[src/rtl/ser_wr_pkg.sv]
package ser_wr_pkg;
    localparam int WORD_BITS = 24;
    localparam int N_DEST    = 2;

    typedef enum logic [2:0] {
        S_IDLE,
        S_SHIFT,
        S_PAUSE,
        S_COMMIT,
        S_FAULT
    } wr_state_e;
endpackage

[src/rtl/ser_wr_sync.sv]
module ser_wr_sync #(
    parameter int          W       = 4,
    parameter logic [W-1:0] RST_VAL = '0
) (
    input  logic         clk,
    input  logic         rst,
    input  logic [W-1:0] d,
    output logic [W-1:0] q
);
    logic [W-1:0] meta;

    always_ff @(posedge clk) begin
        if (rst) begin
            meta <= RST_VAL;
            q    <= RST_VAL;
        end else begin
            meta <= d;
            q    <= meta;
        end
    end
endmodule

[src/rtl/ser_wr_fsm.sv]
module ser_wr_fsm
    import ser_wr_pkg::*;
#(
    parameter int WORD_W = WORD_BITS
) (
    input  logic              clk,
    input  logic              rst,
    input  logic              sclk_s,
    input  logic              sdat_s,
    input  logic              frm_n_s,
    input  logic              sel_s,
    output logic [WORD_W-1:0] word_o,
    output logic              dst_o,
    output logic              stb_o,
    output logic              err_o
);
    localparam int CW = $clog2(WORD_W + 1);
    localparam logic [CW-1:0] LAST = CW'(WORD_W - 1);

    wr_state_e         state, nxt;
    logic [CW-1:0]     cnt;
    logic [WORD_W-1:0] shreg;
    logic              sel_lat;
    logic              sclk_prev;
    logic              err;
    logic              rise;
    logic              take;
    logic              moved;

    assign rise  = sclk_s & ~sclk_prev;
    assign take  = rise & ~frm_n_s;
    assign moved = (sel_s != sel_lat);

    // next-state logic
    always_comb begin
        nxt = state;
        unique case (state)
            S_IDLE:   if (take) nxt = S_SHIFT;
            S_SHIFT: begin
                if (moved)        nxt = S_FAULT;
                else if (frm_n_s) nxt = S_PAUSE;
                else if (rise)    nxt = (cnt == LAST) ? S_COMMIT : S_SHIFT;
            end
            S_PAUSE: begin
                if (moved)         nxt = S_FAULT;
                else if (!frm_n_s) nxt = S_SHIFT;
            end
            S_COMMIT: nxt = S_IDLE;
            S_FAULT:  if (frm_n_s) nxt = S_IDLE;
            default:  nxt = S_IDLE;
        endcase
    end

    // state register and datapath
    always_ff @(posedge clk) begin
        if (rst) begin
            state     <= S_IDLE;
            cnt       <= '0;
            shreg     <= '0;
            sel_lat   <= 1'b0;
            sclk_prev <= 1'b0;
            err       <= 1'b0;
        end else begin
            state     <= nxt;
            sclk_prev <= sclk_s;
            unique case (state)
                S_IDLE: if (take) begin
                    shreg   <= {shreg[WORD_W-2:0], sdat_s};
                    cnt     <= CW'(1);
                    sel_lat <= sel_s;
                end
                S_SHIFT: begin
                    if (moved) begin
                        err <= 1'b1;
                    end else if (take) begin
                        shreg <= {shreg[WORD_W-2:0], sdat_s};
                        cnt   <= (cnt == LAST) ? '0 : cnt + CW'(1);
                    end
                end
                S_PAUSE:  if (moved) err <= 1'b1;
                S_COMMIT: cnt <= '0;
                S_FAULT:  cnt <= '0;
                default:  cnt <= '0;
            endcase
        end
    end

    // outputs
    always_comb begin
        stb_o  = (state == S_COMMIT);
        dst_o  = sel_lat;
        word_o = shreg;
        err_o  = err;
    end

    AST_STB_SINGLE: assert property (@(posedge clk) disable iff (rst)
        stb_o |=> !stb_o);
    AST_FULL_WORD: assert property (@(posedge clk) disable iff (rst)
        stb_o |-> ($past(state) == S_SHIFT && $past(cnt) == LAST));
    AST_PAUSE_HOLD: assert property (@(posedge clk) disable iff (rst)
        (state == S_PAUSE) |=> ($stable(shreg) && $stable(cnt)));
    AST_ERR_STICKY: assert property (@(posedge clk) disable iff (rst)
        err |=> err);
    AST_FAULT_NO_STB: assert property (@(posedge clk) disable iff (rst)
        (state == S_FAULT) |=> !stb_o);
endmodule

[src/rtl/ser_wr_regs.sv]
module ser_wr_regs
    import ser_wr_pkg::*;
#(
    parameter int WORD_W = WORD_BITS,
    parameter int NDST   = N_DEST
) (
    input  logic              clk,
    input  logic              rst,
    input  logic              stb,
    input  logic              dst,
    input  logic [WORD_W-1:0] word,
    output logic [WORD_W-1:0] q [NDST]
);
    for (genvar g = 0; g < NDST; g++) begin : g_dest
        always_ff @(posedge clk) begin
            if (rst)
                q[g] <= '0;
            else if (stb && (32'(dst) == g))
                q[g] <= word;
        end

        AST_REG_HOLD: assert property (@(posedge clk) disable iff (rst)
            !stb |=> $stable(q[g]));
    end
endmodule

[src/rtl/ser_wr_port.sv]
module ser_wr_port
    import ser_wr_pkg::*;
#(
    parameter int WORD_W = WORD_BITS
) (
    input  logic              clk,
    input  logic              rst,
    input  logic              ser_clk,
    input  logic              ser_dat,
    input  logic              frm_n,
    input  logic              dst_sel,
    input  logic              rdy_in,
    output logic              rdy_out,
    output logic [WORD_W-1:0] ctrl_q,
    output logic [WORD_W-1:0] cal_q,
    output logic              wr_stb,
    output logic              wr_dst,
    output logic              err_flag
);
    logic [3:0]        sync_q;
    logic [WORD_W-1:0] word;
    logic [WORD_W-1:0] bank [N_DEST];

    // bit order: {sel, frame_n, data, sclk}; frame idles high
    ser_wr_sync #(.W(4), .RST_VAL(4'b0100)) u_sync (
        .clk (clk),
        .rst (rst),
        .d   ({dst_sel, frm_n, ser_dat, ser_clk}),
        .q   (sync_q)
    );

    ser_wr_fsm #(.WORD_W(WORD_W)) u_fsm (
        .clk     (clk),
        .rst     (rst),
        .sclk_s  (sync_q[0]),
        .sdat_s  (sync_q[1]),
        .frm_n_s (sync_q[2]),
        .sel_s   (sync_q[3]),
        .word_o  (word),
        .dst_o   (wr_dst),
        .stb_o   (wr_stb),
        .err_o   (err_flag)
    );

    ser_wr_regs #(.WORD_W(WORD_W), .NDST(N_DEST)) u_regs (
        .clk  (clk),
        .rst  (rst),
        .stb  (wr_stb),
        .dst  (wr_dst),
        .word (word),
        .q    (bank)
    );

    assign ctrl_q  = bank[0];
    assign cal_q   = bank[1];
    assign rdy_out = rdy_in;   // ready flag is never touched by writes
endmodule

[config.mk]
export PLATFORM = sky130hd
export DESIGN_NAME = ser_wr_port
export DESIGN_NICKNAME = d
export VERILOG_FILES = /design/src/rtl/ser_wr_pkg.sv /design/src/rtl/ser_wr_sync.sv /design/src/rtl/ser_wr_fsm.sv /design/src/rtl/ser_wr_regs.sv /design/src/rtl/ser_wr_port.sv
export SDC_FILE = /design/constraint.sdc
export NUM_CORES = 1
export LEC_CHECK = 0
export BUFFER_PORTS_ARGS = -buffer_cell sky130_fd_sc_hd__buf_2
export CORE_MARGIN = 2
export CORE_UTILIZATION = 59
export DETAILED_ROUTE_END_ITERATION = 10
export GPL_TIMING_DRIVEN = 0
export PLACE_DENSITY = 0.89
export SLEW_MARGIN = 40
export SYNTH_ARGS = -nofsm -noshare
export SYNTH_HDL_FRONTEND = slang
export SYNTH_SLANG_ARGS = --single-unit
[constraint.sdc]
create_clock -name clk -period 3.55 [get_ports clk]
set_clock_uncertainty 0.2 [all_clocks]
set_input_delay 0 -clock clk [delete_from_list [all_inputs] [get_ports clk]]
set_output_delay 0 -clock clk [all_outputs]
set_load 0.05 [all_outputs]
==> results of run 1 <==
==> metal layers <==
layer,vias up,track usage [%]
met5,-,0
met4,0,12.1
met3,13,4.52
met2,69,42.8
met1,1382,31.0
li1,1411,-
==> registers in the layout (all words and copies together), names as in the netlist <==
name	count
u_regs.q	48
u_fsm.word_o	24
u_fsm.cnt	5
u_sync.meta	4
u_sync.q	4
u_fsm.state	3
u_fsm.dst_o	1
u_fsm.err_o	1
u_fsm.sclk_prev	1
==> stage by stage <==
step,setup slack (ps),hold WS (ps),total power (W),instance area [sq um]
global placement,1350,-12.9,0.00109,3740
finish,1290,102,0.00179,4030
detailed placement,1320,-2.95,0.00109,3740
CTS,1310,102,0.00179,4030
floorplan,1160,-96.2,0.00108,3370
global route,1150,108,0.00183,4030
==> cells in the mapped netlist (2+ instances only) <==
master and n:
a2111oi_0 2, a2111oi_4 2, a21oi_1 54, and3b_1 2, buf_2 4, buf_6 2, clkbuf_1 21, dfxtp_1 91
inv_1 3, mux2i_1 25, nand2_1 101, nand2b_1 3, nand3_1 3, nor2_1 27, nor2b_1 10, o211ai_1 2
o21ai_0 4, or2_2 2
==> worst max-delay path by stage <==
stage                     start  cells past startpoint                to  slack (ps)
detailed placement  u_fsm.dst_o                      6  u_fsm.word_o[22]        1320
global route        u_fsm.dst_o                      6  u_fsm.word_o[18]        1150
finish              u_fsm.dst_o                      6   u_fsm.word_o[7]        1290
CTS                 u_fsm.dst_o                      6   u_fsm.word_o[7]        1310
global placement    u_fsm.dst_o                      6  u_fsm.word_o[13]        1350
floorplan           u_fsm.dst_o                      6  u_fsm.word_o[10]        1160
==> where the power goes <==
group | switching, W | internal [W]
logic | 0.0000284 | 0.0000166
registers | 0.00000245 | 0.00102
clock network | 0.000370 | 0.000344
==> cell type report <==
class | instances | area share [%]
Buffer | 29 | 3.33
Clock buffer | 10 | 3.42
Clock inverter | 6 | 1.58
Inverter | 4 | 0.373
Multi-Input combinational cell | 257 | 34.9
Sequential cell | 91 | 45.2
Tap cell | 72 | 2.24
Timing Repair Buffer | 64 | 8.95
==> cell families after synthesis <==
| logic type | count (synthesis) | synth area share [%] |
|---|---|---|
| AOI/OAI and AO/OA | 72 | 13.3 |
| DFF | 91 | 54.0 |
| adders and majority gates | 1 | 0.371 |
| xor gates and xnor gates | 2 | 0.519 |
| muxes | 25 | 7.42 |
| buffers and inverters | 33 | 4.41 |
| and+or+nand+nor | 157 | 20.0 |
==> cells in the final DEF (no fill, tap or decap), types with 3 or more instances in the layout <==
cell type,Yosys,final
a21oi_1,54,54
buf_2,4,60
clkbuf_1,21,21
clkbuf_8,0,10
dfxtp_1,91,91
dlygate4sd3_1,0,8
inv_1,3,3
mux2i_1,25,25
nand2_1,101,101
nand2b_1,3,3
nand3_1,3,3
nor2_1,27,27
nor2b_1,10,10
o21ai_0,4,4
==> flow_summary.toml, run 1 <==
[synthesis]
synth-edff-count = 0
ys.flop_type = "dfxtp_1"
synth_area_leaders = "dfxtp_1 54%, nand2_1 11%, a21oi_1 8.0%, mux2i_1 7.4%, nor2_1 3.0%"
async_flop_share_pct = 0
seq_area_frac_synth_pct = 54.0
synth_top_area_cell = "dfxtp_1"
synth_nets = 389
yosys.cell_types.count = 41
syn-instance-count = 381
yosys_warnings = 0
synth_top_area_share_pct = 54.0
synth_area_sq_mm = 0.00337
syn_area_per_cell_sq_um = 8.86
ys_ff_latch = 91

[finish]
drive_gt1_share_pct = 18.9
n_antenna_cell = 0
regArea_sq_mm = 0.00182
utilization_pct = 73.1
fill_cells = 398
layout.nets = 464
final_cells = 533
syn_to_final_growth_pct = 19.3
multi_input_area_sq_mm = 0.00140

[critical_path]
arrival_ps = 2300
end_kind = "register"
rr_startpoint = "u_fsm.dst_o"
path_delay_family = "compound AO/OA/AOI/OAI gates"
r2r_slack_ps = 1290
required_ps = 3590
crit_chain = "clkbuf_2 -> xor2_1 -> a2111oi_4 -> buf_6 -> mux2i_1 -> nor2_1"
cp_num_buf_inv = 2
max_stage_delay_ps = 680
rr_worst_depth = 6
startpoint_type = "register"
crit_type = "register to register"
critPathSlowestCell = "a2111oi_4"
r2r_end = "u_fsm.word_o[7]"
crit_path_max_fanout = 10

[clocking]
clockBufferDepth = 2
hold_buffers = 8
cts-root-buf = "clkbuf_8"
cts_sinks = 91
cts_tree = "yes"
cts_resized = 0
cts_setup_buffers = 0
clock_latency_ps = 370
htree_num_levels = 3
numCtsBuffers = 9
path_clk_slew_ps = 90

[timing]
fmax_mhz = 442
fin_crit_ps = 2260
slew_headroom_pct = 59.0
worst_pin_slew_ps = 615
maxSlewViolCount = 0
setup_viol = 0
hold_viol_final = 0
rsz0062_at_grt = "no"
tns_ps = 0
fin_crit_sh_pct = 63.7

[floorplan]
io_pins = 59
die_h_um = 79.6
rows = 27
die-width_um = 79.6
core_sq_mm = 0.00551
start_util_pct = 61.3
dieArea_sq_mm = 0.00634

[drt]
wl_met3_um = 260
wirelength_mm = 7.70
drc = 0
ant_nets = 0
highest_layer = "met4"
met1_length_mm = 3.47
avgViaCountPerCell = 5.39
drtIter0Drc = 120
avgRoutedWirePerCell_um = 14.5
dr.pass1.iters = 4
vias = 2875
wl_met2_mm = 3.84

[job]
maxCapViolCount = 0

[global_routing]
grt_pass1_vias = 2688
grt_max_degree = 16
grt_usage_pct = 25.2
gr-total-overflow = 0
grt_antenna_before_repair = 0
grt_pass1_wl_mm = 12.3

[place]
placed_cells = 509
port_buffers = 56
globalplace.congestion = 0.838
dp_hpwl_mm = 5.20

[power_and_ir_drop]
power.density_mw_per_mm2 = 444
leakage_nw = 1.54
ir_worst_vdd_mv = 0.294

[run_status]
outcome = "finished, final reports clean"

[hold_path]
hold_end = "rdy_out"
worstHoldStart = "rdy_in"
hold_depth = 2
hp-class = "input pin to output pin"
(Power assumes the default switching activity.)
==> run 2, diff against run 1 <==
CORE_UTILIZATION = 49   (was 59)
PLACE_DENSITY = 0.8   (was 0.89)
clock period = 2 ns   (was 3.55 ns; I/O delays follow)
==> run 2 against run 1 <==
Cell area up 4.4%; hold slack worse by 29 ps; clock power grew 65%; non-clock buffer count grew 6; critical path type unchanged; largest power group unchanged.
==> flow_summary.toml, run 2 (synthesis results as in run 1) <==
[run_status]
outcome = "finished, final reports clean"

[critical_path]
arrival_ps = 2010
r2r_end = "u_fsm.state[1]"
startpoint_type = "register"
crit_type = "register to register"
path_delay_family = "compound AO/OA/AOI/OAI gates"
critPathSlowestCell = "dfxtp_1"
end_kind = "register"
max_stage_delay_ps = 420
rr_startpoint = "u_fsm.cnt[0]"
cp_num_buf_inv = 0
required_ps = 2040
rr_worst_depth = 5
crit_chain = "ha_2 -> and4b_1 -> and3b_1 -> o21ai_0 -> a2111oi_2"
crit_path_max_fanout = 5
r2r_slack_ps = 30

[timing]
hold_slack_ps = 73.5
worst_slack_ps = 33.1
rsz0062_at_grt = "yes"
maxSlewViolCount = 0
slew_headroom_pct = 57.5
hold_viol_final = 0
setup_viol = 0
fin_crit_ps = 1970
fin_crit_sh_pct = 98.3
worst_pin_slew_ps = 637
fmax_mhz = 508

[hold_path]
hold_depth = 2
worstHoldStart = "rst"
hp-class = "input pin to register"
hold_end = "u_fsm.state[1]"

[power_and_ir_drop]
switchingPower_w = 0.000761
switching_share_pct = 24.6
comb_power_share_pct = 2.9
seq_power_share_pct = 58.9
ir_worst_vdd_mv = 0.429
power.density_mw_per_mm2 = 737
clockPowerShare_pct = 38.3
leakage_nw = 1.61
p_int_w = 0.00233

[finish]
fill_cells = 558
final_area_sq_mm = 0.00420
layout_common_cells = "101 x nand2_1, 88 x dfxtp_1, 61 x buf_2"
max_flop_register = "u_regs.q"
final_cells = 547
layout.nets = 470
n_antenna_cell = 0
syn_to_final_growth_pct = 24.5
drive_gt1_share_pct = 24.6
mostFrequentLayoutCell = "nand2_1"
largest_reg_flops = 48

[job]
maxCapViolCount = 0

[drt]
dr.pass1.iters = 4
drc = 0
vias = 2898
ant_nets = 0
avgViaCountPerCell = 5.30
avgRoutedWirePerCell_um = 14.2
drtIter0Drc = 106
wirelength_mm = 7.75

[floorplan]
core_sq_mm = 0.00672
start_util_pct = 50.2
dieArea_sq_mm = 0.00757
die-width_um = 87.0
die_h_um = 87.0
rows = 30
io_pins = 59

[global_routing]
grt_usage_pct = 20.6
grt_antenna_before_repair = 0
grt_pass1_vias = 2545
gr-total-overflow = 0
grt_max_degree = 19
grt_pass1_wl_mm = 12.1

[place]
dp_slack_ps = -251
placed_area_sq_mm = 0.00379
globalplace.congestion = 0.756
dp_hpwl_mm = 5.02
placed_cells = 517
port_buffers = 56

[clocking]
htree_num_levels = 3
numCtsBuffers = 9
path_clk_slew_ps = 90
clockBufferDepth = 2
cts_tree = "yes"
cts_sinks = 91
cts-root-buf = "clkbuf_8"
clock_latency_ps = 370
## run 2: changes by cell type in the layout (fill, tap and decap cells not counted), moves of 2 or more
| cell | change |
|---|---|
| a2111oi_0 | -2 |
| buf_4 | +6 |
| clkbuf_1 | -10 |
| clkbuf_2 | +3 |
| clkbuf_4 | +3 |
| clkinv_2 | -2 |
| dfxtp_1 | -3 |
| dfxtp_4 | +2 |
| inv_6 | +2 |
| inv_8 | +2 |
| o21ai_0 | -2 |
| o21ai_1 | +2 |
## run 2: worst max path at each step
stage,from,end,cells past startpoint,slack [ps]
after global routing,u_sync.q[2],u_fsm.cnt[3],5,-30
after floorplan,u_fsm.dst_o,u_fsm.word_o[10],6,-60
after global placement,u_sync.q[2],u_fsm.word_o[14],6,-210
after detailed placement,u_sync.q[2],u_fsm.word_o[13],6,-250
final,u_fsm.cnt[0],u_fsm.state[1],5,30
after CTS,u_sync.q[2],u_fsm.word_o[6],6,2
## run 2: area by class of cell
cell class	count	area (sq um)	area share [%]
sequential	91	1830	43.6
multi-input combinational	257	1460	34.8
timing repair buffer	73	453	10.8
buffer	26	151	3.60
clock buffer	9	124	2.95
tap	80	100	2.38
clock inverter	7	63.8	1.52
inverter	4	18.8	0.447
## run 2: timing repair
action / 4_1_cts / 5_1_grt
hold buffers: 8 / 0
endpoints found under the hold margin: 8 / 0
pin swaps: 2 / 6
setup endpoints to repair: 61 / 70
gates resized for setup: 10 / 31
gates cloned: 1 / 1
buffers inserted: 4 / 3
## run 2: through the flow
stage                     setup TNS, ps  util (%)  power, W
after global placement            -4780      56.4   0.00193
after detailed placement          -5650      56.4   0.00193
after floorplan                   -1300         -   0.00191
final                                 0      62.5   0.00310
after CTS                             0      61.1   0.00312
after global routing              -91.7      62.5   0.00321
## run 2: layer usage
layer | wire, um | global-route usage (%) | vias up
li1 | - | - | 1437
met1 | 3400 | 25.5 | 1350
met2 | 3790 | 34.5 | 93
met3 | 406 | 5.97 | 18
met4 | 148 | 6.53 | 0
met5 | 0 | 0 | -
## run 2: power by group through the flow
stage / Clock (W) / Combinational [W] / Sequential, W
global route: 0.00129 / 0.0000959 / 0.00182
detailed placement: 0 / 0.0000671 / 0.00186
global placement: 0 / 0.0000656 / 0.00186
finish: 0.00118 / 0.0000893 / 0.00182
floorplan: 0 / 0.0000473 / 0.00186
CTS: 0.00121 / 0.0000814 / 0.00182
==> run 3, diff against run 2 <==
ABC_AREA = 1   (was unset)
CORE_UTILIZATION = 50   (was 49)
PLACE_DENSITY = 0.81   (was 0.8)
SYNTH_HIERARCHICAL = 1   (was unset)
==> run 3 against run 2 <==
Area after synthesis is 8.8% higher; combinational power rose to 10 times the previous value; register-to-register slack improved by 100 ps; power rose by 34%; sequential share of layout area is 1.8 points lower; routed wire length increased by 2.5%; synthesized cell count is 33% higher; flip-flop and latch count is the same; cell area is 3.9% higher; critical path depth up 1; die area increased by 6.3%; critical path type unchanged.
==> flow_summary.toml, run 3 <==
[global_routing]
grt_antenna_before_repair = 0
grt_pass1_wl_mm = 13.4
grt_pass1_vias = 3036
gr-total-overflow = 0
grt_max_degree = 18
grt_usage_pct = 20.2

[power_and_ir_drop]
power.density_mw_per_mm2 = 948
ir_worst_vdd_mv = 0.515
leakage_nw = 1.91

[clocking]
cts_resized = 0
numCtsBuffers = 9
clock_latency_ps = 360
cts-root-buf = "clkbuf_8"
cts_setup_buffers = 0
clockBufferDepth = 2
cts_sinks = 91
path_clk_slew_ps = 100
cts_tree = "yes"
htree_num_levels = 3

[finish]
drive_gt1_share_pct = 18.3
fill_cells = 653
mostFrequentLayoutCell = "nor2_1"
regArea_sq_mm = 0.00182
final_area_sq_mm = 0.00437
layout.nets = 593
largest_reg_flops = 48
max_flop_register = "u_regs/q"
syn_to_final_growth_pct = 18.9
n_antenna_cell = 0
multi_input_area_sq_mm = 0.00146
layout_common_cells = "121 x nor2_1, 91 x dfxtp_1, 78 x nand2_1"

[timing]
tns_ps = 0
rsz0062_at_grt = "no"
hold_slack_ps = 104
worst_pin_slew_ps = 510
slew_headroom_pct = 66.0
fmax_mhz = 536
worst_slack_ps = 135
maxSlewViolCount = 0
setup_viol = 0
fin_crit_sh_pct = 93.2
hold_viol_final = 0
fin_crit_ps = 1860

[synthesis]
synthTopCellsByCount = "122 x nor2_1, 91 x dfxtp_1, 78 x nand2_1"
ys_ff_latch = 91
synth_top_area_share_pct = 49.6
synth_top_area_cell = "dfxtp_1"
synth_nets = 516
yosys_warnings = 6
syn-instance-count = 508
async_flop_share_pct = 0
synth_most_common_cell = "nor2_1"
yosys.cell_types.count = 22
synth-edff-count = 0
seq_area_frac_synth_pct = 49.6
synth_area_sq_mm = 0.00367
synth_area_leaders = "dfxtp_1 50%, nor2_1 12%, nand2_1 8.0%, nand3_1 7.6%, inv_1 5.3%"
syn_area_per_cell_sq_um = 7.23
ys.flop_type = "dfxtp_1"

[drt]
avgRoutedWirePerCell_um = 11.5
dr.pass1.iters = 5
ant_nets = 0
wirelength_mm = 7.95
vias = 3368
avgViaCountPerCell = 4.89
drtIter0Drc = 211
drc = 0

[run_status]
outcome = "finished, final reports clean"

[floorplan]
start_util_pct = 51.2
rows = 31
die_h_um = 89.7
die-width_um = 89.7
core_sq_mm = 0.00718
io_pins = 59
dieArea_sq_mm = 0.00805

[critical_path]
startpoint_type = "register"
crit_path_max_fanout = 10
critPathSlowestCell = "dfxtp_1"
arrival_ps = 1940
crit_chain = "nand2_1 -> nor2_2 -> clkbuf_1 -> nand3_1 -> nand2_1 -> nor2_1"
end_kind = "register"
cp_num_buf_inv = 1
crit_type = "register to register"
max_stage_delay_ps = 490
required_ps = 2080
path_delay_family = "simple AND/OR/NAND/NOR gates"
cpMostUsedCell = "nand2_1"

[place]
placed_area_sq_mm = 0.00408
port_buffers = 57
globalplace.congestion = 0.935
dp_hpwl_mm = 5.75
dp_slack_ps = 191

[job]
maxCapViolCount = 0

[hold_path]
hp-class = "input pin to output pin"
## run 3: metal layers
metal  vias up  GRT usage (%)  wire length [um]
met5         -              0                 0
met4         0           9.74               193
met2        97           33.6              3690
li1       1743              -                 -
met1      1511           25.7              3690
met3        17           3.52               370
## run 3: worst reg2reg max path, cell delays in order, from the launching register on
cell,delay [ps]
dfxtp_1,490
nand2_1,130
nor2_2,290
clkbuf_1,400
nand3_1,150
nand2_1,80
nor2_1,40
## run 3: final timing paths
path,from,end,slack [ps],cells past startpoint
worst max-delay path,u_fsm/state[1],u_regs/q[28],140,6
worst min-delay path,rdy_in,rdy_out,100,2
worst max register to register,u_fsm/state[1],u_regs/q[28],140,6
worst min register to register,u_sync/meta[3],u_sync/q[3],200,2
## run 3: final cells by class
type	instances	area share, %
Buffer	27	3.93
Clock buffer	10	3.15
Clock inverter	6	1.23
Inverter	58	4.99
Multi-Input combinational cell	332	33.5
Sequential cell	91	41.7
Tap cell	99	2.84
Timing Repair Buffer	66	8.60
## run 3: cell families after synthesis
kind of cell / after synthesis / share of synthesized area (%)
simple gates: 267 / 30.7
buf+inv: 85 / 10.6
compound gates: 64 / 8.72
fa+ha+maj: 1 / 0.341
flops: 91 / 49.6
## run 3: metrics by stage
step           util, %  instances  total power [W]
4_1_cts           60.8        689          0.00415
6_report          60.8        689          0.00414
5_1_grt           60.8        689          0.00436
3_3_place_gp      56.9        664          0.00293
2_1_floorplan        -        508          0.00277
3_5_place_dp      56.9        664          0.00296
## run 3: power breakdown
part	internal [W]	switching, W	leakage [nW]	total, W
Combinational	0.000286	0.000643	1.08	0.000929
Sequential	0.00192	0.0000976	0.736	0.00202
Clock	0.000509	0.000683	0.0958	0.00119
## run 3: what timing repair did
action / in CTS / in global routing
hold buffers: 9 / 0
hold endpoints to repair: 14 / 0
setup endpoints to repair: 0 / 0
